[src/rtl/can_fc_pkg.sv]
package can_fc_pkg;
  typedef enum logic [1:0] {
    FC_ACTIVE  = 2'b00,
    FC_PASSIVE = 2'b01,
    FC_BUSOFF  = 2'b10
  } fc_state_e;
endpackage

[src/rtl/can_fc_tec.sv]
module can_fc_tec #(
  parameter int TEC_W  = 9,
  parameter int TX_INC = 8
) (
  input  logic             clk,
  input  logic             rst_n,
  input  logic             soft_rst,
  input  logic             tx_err,
  input  logic             tx_ok,
  input  logic             recover,
  output logic [TEC_W-1:0] tec_q,
  output logic [TEC_W-1:0] tec_nxt,
  output logic             busoff,
  output logic             busoff_enter
);
  localparam logic [TEC_W-1:0] INC = TEC_W'(TX_INC);
  localparam logic [TEC_W-1:0] ONE = TEC_W'(1);

  logic tec_en;

  assign busoff = tec_q[TEC_W-1];

  always_comb begin
    tec_nxt = tec_q;
    if (soft_rst || recover) begin
      tec_nxt = '0;
    end else if (!busoff) begin
      if (tx_err) begin
        tec_nxt = tec_q + INC;
      end else if (tx_ok && (tec_q != '0)) begin
        tec_nxt = tec_q - ONE;
      end
    end
  end

  assign busoff_enter = !busoff && tec_nxt[TEC_W-1];
  assign tec_en       = (tec_nxt != tec_q);

  always_ff @(posedge clk or negedge rst_n) begin
    if (!rst_n) begin
      tec_q <= '0;
    end else if (tec_en) begin
      tec_q <= tec_nxt;
    end
  end

  // a lone good transmit lowers a nonzero count by one
  assert_txok_dec_R2: assert property (@(posedge clk) disable iff (!rst_n)
    (!busoff && tx_ok && !tx_err && !soft_rst && tec_q != '0)
    |=> (tec_q == $past(tec_q) - ONE));

  // count frozen while bus-off unless recovering or cleared
  assert_busoff_hold_R5: assert property (@(posedge clk) disable iff (!rst_n)
    (busoff && !recover && !soft_rst) |=> (tec_q == $past(tec_q)));
endmodule

[src/rtl/can_fc_rec.sv]
module can_fc_rec #(
  parameter int REC_W       = 8,
  parameter int RECOVER_CNT = 128
) (
  input  logic             clk,
  input  logic             rst_n,
  input  logic             soft_rst,
  input  logic             rx_err,
  input  logic             rx_ok,
  input  logic             idle11,
  input  logic             busoff,
  input  logic             busoff_enter,
  output logic [REC_W-1:0] rec_q,
  output logic [REC_W-1:0] rec_nxt,
  output logic             recover
);
  localparam logic [REC_W-1:0] REC_MAX = {REC_W{1'b1}};
  localparam logic [REC_W-1:0] LAST    = REC_W'(RECOVER_CNT - 1);
  localparam logic [REC_W-1:0] ONE     = REC_W'(1);

  logic rec_en;

  assign recover = busoff && idle11 && (rec_q == LAST);

  always_comb begin
    rec_nxt = rec_q;
    if (soft_rst || recover || busoff_enter) begin
      rec_nxt = '0;
    end else if (busoff) begin
      if (idle11) begin
        rec_nxt = rec_q + ONE;
      end
    end else if (rx_err) begin
      if (rec_q != REC_MAX) begin
        rec_nxt = rec_q + ONE;
      end
    end else if (rx_ok && (rec_q != '0)) begin
      rec_nxt = rec_q - ONE;
    end
  end

  assign rec_en = (rec_nxt != rec_q);

  always_ff @(posedge clk or negedge rst_n) begin
    if (!rst_n) begin
      rec_q <= '0;
    end else if (rec_en) begin
      rec_q <= rec_nxt;
    end
  end

  // recessive-run counting while bus-off
  assert_idle_inc_R6: assert property (@(posedge clk) disable iff (!rst_n)
    (busoff && idle11 && !soft_rst && rec_q != LAST)
    |=> (rec_q == $past(rec_q) + ONE));

  // saturation at the top of the receive count
  assert_rec_sat_R3: assert property (@(posedge clk) disable iff (!rst_n)
    (!busoff && !busoff_enter && !soft_rst && rx_err && rec_q == REC_MAX)
    |=> (rec_q == REC_MAX));
endmodule

[src/rtl/can_fc_flags.sv]
module can_fc_flags #(
  parameter int TEC_W    = 9,
  parameter int REC_W    = 8,
  parameter int WARN_LIM = 96
) (
  input  logic             clk,
  input  logic             rst_n,
  input  logic             soft_rst,
  input  logic [TEC_W-1:0] tec_q,
  input  logic [TEC_W-1:0] tec_nxt,
  input  logic [REC_W-1:0] rec_q,
  input  logic [REC_W-1:0] rec_nxt,
  input  logic             recover,
  input  logic             clr_warn,
  input  logic             clr_recov,
  output logic             warn_status,
  output logic             warn_irq,
  output logic             recov_irq
);
  localparam logic [TEC_W-1:0] WARN_T = TEC_W'(WARN_LIM);
  localparam logic [REC_W-1:0] WARN_R = REC_W'(WARN_LIM);

  function automatic logic warn_of(logic [TEC_W-1:0] t, logic [REC_W-1:0] r);
    if (t[TEC_W-1]) return (r >= WARN_R);
    return (t >= WARN_T) || (r >= WARN_R);
  endfunction

  logic warn_nx, warn_set;
  logic wirq_nxt, rirq_nxt, wirq_en, rirq_en;

  assign warn_status = warn_of(tec_q, rec_q);
  assign warn_nx     = warn_of(tec_nxt, rec_nxt);
  assign warn_set    = warn_nx && !warn_status && !soft_rst;

  always_comb begin
    wirq_nxt = warn_irq;
    rirq_nxt = recov_irq;
    if (soft_rst) begin
      wirq_nxt = 1'b0;
      rirq_nxt = 1'b0;
    end else begin
      if (warn_set)      wirq_nxt = 1'b1;
      else if (clr_warn) wirq_nxt = 1'b0;
      if (recover)        rirq_nxt = 1'b1;
      else if (clr_recov) rirq_nxt = 1'b0;
    end
  end

  assign wirq_en = (wirq_nxt != warn_irq);
  assign rirq_en = (rirq_nxt != recov_irq);

  always_ff @(posedge clk or negedge rst_n) begin
    if (!rst_n) begin
      warn_irq  <= 1'b0;
      recov_irq <= 1'b0;
    end else begin
      if (wirq_en) warn_irq  <= wirq_nxt;
      if (rirq_en) recov_irq <= rirq_nxt;
    end
  end

  // a rising warning leaves the flag set
  assert_warn_irq_R8: assert property (@(posedge clk) disable iff (!rst_n)
    (warn_set) |=> (warn_irq));

  // recovery raises its flag, even against a clear
  assert_recov_irq_R9: assert property (@(posedge clk) disable iff (!rst_n)
    (recover && !soft_rst) |=> (recov_irq && tec_q == '0 && rec_q == '0));
endmodule

[src/rtl/can_fault_confine.sv]
module can_fault_confine #(
  parameter int TEC_W       = 9,
  parameter int REC_W       = 8,
  parameter int TX_INC      = 8,
  parameter int WARN_LIM    = 96,
  parameter int PASSIVE_LIM = 128,
  parameter int RECOVER_CNT = 128
) (
  input  logic             clk,
  input  logic             rst_n,
  input  logic             soft_rst,
  input  logic             tx_err,
  input  logic             tx_ok,
  input  logic             rx_err,
  input  logic             rx_ok,
  input  logic             idle11,
  input  logic             clr_warn_irq,
  input  logic             clr_recov_irq,
  output logic [TEC_W-1:0] tec,
  output logic [REC_W-1:0] rec,
  output logic [1:0]       fc_state,
  output logic             warn_status,
  output logic             warn_irq,
  output logic             recov_irq
);
  import can_fc_pkg::*;

  localparam logic [TEC_W-1:0] PASS_T = TEC_W'(PASSIVE_LIM);
  localparam logic [REC_W-1:0] PASS_R = REC_W'(PASSIVE_LIM);

  logic rst_meta, rst_sync;
  logic [TEC_W-1:0] tec_nxt;
  logic [REC_W-1:0] rec_nxt;
  logic busoff, busoff_enter, recover;
  fc_state_e st;

  always_ff @(posedge clk or negedge rst_n) begin
    if (!rst_n) begin
      rst_meta <= 1'b0;
      rst_sync <= 1'b0;
    end else begin
      rst_meta <= 1'b1;
      rst_sync <= rst_meta;
    end
  end

  can_fc_tec #(.TEC_W(TEC_W), .TX_INC(TX_INC)) u_tec (
    .clk(clk), .rst_n(rst_sync), .soft_rst(soft_rst),
    .tx_err(tx_err), .tx_ok(tx_ok), .recover(recover),
    .tec_q(tec), .tec_nxt(tec_nxt),
    .busoff(busoff), .busoff_enter(busoff_enter)
  );

  can_fc_rec #(.REC_W(REC_W), .RECOVER_CNT(RECOVER_CNT)) u_rec (
    .clk(clk), .rst_n(rst_sync), .soft_rst(soft_rst),
    .rx_err(rx_err), .rx_ok(rx_ok), .idle11(idle11),
    .busoff(busoff), .busoff_enter(busoff_enter),
    .rec_q(rec), .rec_nxt(rec_nxt), .recover(recover)
  );

  can_fc_flags #(.TEC_W(TEC_W), .REC_W(REC_W), .WARN_LIM(WARN_LIM)) u_flags (
    .clk(clk), .rst_n(rst_sync), .soft_rst(soft_rst),
    .tec_q(tec), .tec_nxt(tec_nxt), .rec_q(rec), .rec_nxt(rec_nxt),
    .recover(recover), .clr_warn(clr_warn_irq), .clr_recov(clr_recov_irq),
    .warn_status(warn_status), .warn_irq(warn_irq), .recov_irq(recov_irq)
  );

  always_comb begin
    if (busoff)                              st = FC_BUSOFF;
    else if ((tec >= PASS_T) || (rec >= PASS_R)) st = FC_PASSIVE;
    else                                     st = FC_ACTIVE;
  end

  assign fc_state = st;

  // soft reset empties everything at the next edge
  assert_soft_clear_R10: assert property (@(posedge clk) disable iff (!rst_sync)
    (soft_rst) |=> (tec == '0 && rec == '0 && !warn_irq && !recov_irq));
endmodule

[config.mk]
export PLATFORM = sky130hd
export DESIGN_NAME = can_fault_confine
export DESIGN_NICKNAME = d
export VERILOG_FILES = /design/src/rtl/can_fc_pkg.sv /design/src/rtl/can_fc_tec.sv /design/src/rtl/can_fc_rec.sv /design/src/rtl/can_fc_flags.sv /design/src/rtl/can_fault_confine.sv
export SDC_FILE = /design/constraint.sdc
export NUM_CORES = 1
export LEC_CHECK = 0
export ABC_AREA = 1
export CORE_UTILIZATION = 45
export CTS_BUF_LIST = sky130_fd_sc_hd__clkbuf_16
export CTS_CLUSTER_DIAMETER = 80
export DETAILED_ROUTE_END_ITERATION = 7
export DONT_BUFFER_PORTS = 1
export GPL_TIMING_DRIVEN = 0
export MAX_ROUTING_LAYER = met4
export PLACE_DENSITY = 0.61
export SETUP_SLACK_MARGIN = 0.5
export SYNTH_ARGS = -nofsm -noshare
export SYNTH_HDL_FRONTEND = slang
export SYNTH_SLANG_ARGS = --single-unit
[constraint.sdc]
create_clock -name clk -period 0.85 [get_ports clk]
set_input_delay 0.085 -clock clk [delete_from_list [all_inputs] [get_ports clk]]
set_output_delay 0.085 -clock clk [all_outputs]
set_load 0.02 [all_outputs]
==> flow_metrics.env <==
export IMPL_clock_skew_ns=0.00230
export IMPL_multiInputGateArea_um2=1450
export IMPL_holdPathStages=1
export IMPL_power_density_nw_per_um2=1450
export IMPL_synthTopCellsByArea="dfrtp_1 (28%), nand2_1 (16%), inv_1 (6.7%)"
export IMPL_synth_seq_area_share_pct=27.8
export IMPL_required_ns=1.03
export IMPL_place_area_um2=2100
export IMPL_top_level_ports=32
export IMPL_die_y_um=66.8
export IMPL_cts_max_level=1
export IMPL_setup_ws_ns=-1.49
export IMPL_design_area_um2=2940
export IMPL_path_clk_slew_ns=0.06
export IMPL_irDropWorstVdd_mv=1.25
export IMPL_path_max_fanout=5
export IMPL_synth_seq_cells=21
export IMPL_syn_avg_cell_area_um2=6.52
export IMPL_syn2layout_area_growth_pct=55.6
export IMPL_first_iter_violations=121
export IMPL_diodes=0
export IMPL_final_util_pct=73.1
export IMPL_holdPathEnd="u_flags.warn_irq"
export IMPL_comb_power_share_pct=42.3
export IMPL_synth_top_area_share_pct=27.8
export IMPL_hold_slack_ns=-0.128
export IMPL_cts_buffer_depth=2
export IMPL_start_util_pct=47.0
export IMPL_hold_class="in -> reg"
export IMPL_swShare_pct=40.7
export IMPL_cts_made_buffers=3
export IMPL_port_buffers=0
export IMPL_synth_largest_area_cell="dfrtp_1"
export IMPL_hold_viol=2
export IMPL_fin_crit_sh_pct=276
export IMPL_cts_hold_fix_buffers=1
export IMPL_r2r_cells=18
export IMPL_synth_flop_cell="dfrtp_1"
export IMPL_drt_first_pass_iters=4
export IMPL_pre_cts_ws_ns=-1.64
export IMPL_fin_nets=362
export IMPL_grt_overflow=0
export IMPL_place_congestion=0.862
export IMPL_grt_pass1_vias=1737
export IMPL_cp_end_kind="register"
export IMPL_cp_start_kind="register"
export IMPL_ys_types=34
export IMPL_core_area_um2=4030
export IMPL_clkPwrFrac_pct=23.8
export IMPL_drive_gt1_share_pct=50.1
export IMPL_ys_top_cells_by_count="nand2_1 (80), inv_1 (34), a21oi_1 (24)"
export IMPL_dp_cells=340
export IMPL_hp_start="soft_rst"
export IMPL_antenna_left=0
export IMPL_internal_power_w=0.00253
export IMPL_routedWlPerCell_um=15.3
export IMPL_ctsRootBufferMaster="clkbuf_16"
export IMPL_syn_area_um2=1890
export IMPL_synthCells=290
export IMPL_critPathArrivalTime_ns=2.53
export IMPL_async_reset_ff_share_pct=100
export IMPL_routed_wirelength_mm=6.04
export IMPL_drcViolationCount=0
export IMPL_period_minus_slack_ns=2.34
export IMPL_reg2reg_from="u_rec.rec_q[0]"
export IMPL_die_w_um=66.8
export IMPL_slew_violations=0
export IMPL_cts_tree="yes"
export IMPL_p_sw_w=0.00174
export IMPL_syn_nets=306
export IMPL_p_seq_share_pct=33.9
export IMPL_vias=2109
export IMPL_grt_pass1_wl_mm=8.28
export IMPL_stdcell_count=395
export IMPL_grt_max_degree=13
export IMPL_synth_edf_count=0
export IMPL_max_freq_ghz=0.427
export IMPL_synthMostInstantiatedCell="nand2_1"
export IMPL_status="finished with violations"
export IMPL_clock_latency_ns=0.26
export IMPL_rows=23
export IMPL_dieArea_um2=4470
export IMPL_grt_usage_pct=25.5
export IMPL_viasPerCell=5.34
export IMPL_rrSetupSlack_ns=-1.49
export IMPL_dpl_hpwl_mm=3.65
export IMPL_rsz0062_at_grt="yes"
export IMPL_r2r_end="u_flags.warn_irq"
export IMPL_setup_viol=28
export IMPL_worstSetupPathType="reg -> reg"
export IMPL_clock_sinks=21
export IMPL_ff_latch_area_um2=553
export IMPL_synth_warnings=0
export IMPL_p_leak_nw=1.43
export IMPL_antenna_found_initial=0
export IMPL_cap_violations=0
export IMPL_n_fill_cell=326
export IMPL_violations="negative hold slack, negative setup slack"
[critical path, stage by stage (launching register included)]
cell and delay (ns):
dfrtp_2 0.50, ha_4 0.19, nand3_4 0.07, nand3b_4 0.19
nand2_4 0.10, inv_4 0.04, buf_8 0.11, o21ai_4 0.06
inv_2 0.07, ha_4 0.16, inv_2 0.06, nand2_4 0.08
a21oi_2 0.12, nand2_2 0.09, nor2_2 0.11, nor2_1 0.05
nand2_1 0.06, nand2_1 0.07, a21oi_2 0.13
[routing by layer]
layer / track usage, % / vias up / routed length (µm)
met1: 31.1 / 994 / 2520
met2: 43.4 / 51 / 3200
li1: - / 1054 / -
met5: - / - / 0
met3: 3.60 / 10 / 202
met4: 7.71 / 0 / 120
[metrics by stage]
| step | total power (W) | TNS (ns) |
|---|---|---|
| after detailed placement | 0.00268 | -19.81 |
| after CTS | 0.00399 | -19.31 |
| after global routing | 0.00451 | -24.05 |
| after global placement | 0.00266 | -19.63 |
| final | 0.00427 | -22.40 |
| after floorplan | 0.00242 | -15.97 |
[cell families (layout without fill, tap and decap cells)]
kind of cell | count (synthesis) | count (layout) | share of synthesized area, %
fa+ha+maj | 6 | 6 | 3.97
compound gates | 53 | 53 | 16.1
simple gates | 152 | 152 | 37.5
buf+inv | 51 | 106 | 11.6
xor+xnor | 6 | 6 | 2.78
flops | 21 | 21 | 27.8
other cells | 1 | 1 | 0.198
[how the worst max path moves through the flow]
stage,startpoint,to,slack (ns)
floorplan,u_rec.rec_q[5],u_flags.warn_irq,-1.33
global placement,u_rec.rec_q[1],u_flags.warn_irq,-1.62
detailed placement,u_rec.rec_q[1],u_flags.warn_irq,-1.64
CTS,u_rec.rec_q[0],u_tec.tec_q[8],-1.45
global route,u_rec.rec_q[1],u_flags.warn_irq,-1.60
finish,u_rec.rec_q[0],u_flags.warn_irq,-1.49
[timing repair]
| item | 4_1_cts | 5_1_grt |
|---|---|---|
| resized for setup | 47 | 52 |
| gates cloned | 1 | 0 |
| buffers inserted | 23 | 26 |
| setup endpoints to repair | 61 | 61 |
| pin swaps | 19 | 26 |
| endpoints found under the hold margin | 4 | 2 |
[cell usage in the layout, fill, tap and decap left out, types with 3 or more instances in the layout]
cell / count
nand2_2: 10
inv_1: 22
o21ai_0: 7
nand2_4: 11
nor2_4: 6
a21oi_1: 18
nand4_1: 8
clkbuf_16: 4
xor2_1: 6
dfrtp_2: 19
buf_6: 21
a21oi_2: 8
nor2_1: 14
o21ai_2: 4
ha_1: 3
buf_8: 3
nand3_4: 3
nand3_1: 15
buf_4: 28
buf_12: 3
nor2_2: 10
inv_4: 4
nand3_2: 5
inv_2: 15
ha_4: 3
nand2_1: 63
o21ai_1: 6
[state kept, by name, summed over array words and instances, names as in the netlist]
name,cells
u_rec.rec_q,8
u_flags.warn_irq,1
u_tec.tec_q,9
rst_sync,1
rst_meta,1
u_flags.recov_irq,1
[layout make-up]
type	count	share of cell area (%)
plain buffers	9	3.61
clock buffers	3	2.55
clock inverters	1	0.170
inverters	42	5.86
multi-input cells	218	49.3
flip-flops and latches	21	18.8
well taps	50	2.12
repair buffers	51	17.6
[power by group through the flow]
stage | sequential (W) | clock (W) | combinational, W
2_1_floorplan | 0.00140 | 0 | 0.00102
3_3_place_gp | 0.00146 | 0 | 0.00121
3_5_place_dp | 0.00146 | 0 | 0.00122
4_1_cts | 0.00143 | 0.00102 | 0.00154
5_1_grt | 0.00147 | 0.00107 | 0.00198
6_report | 0.00145 | 0.00102 | 0.00181
Power figures use the tool's default switching activity.
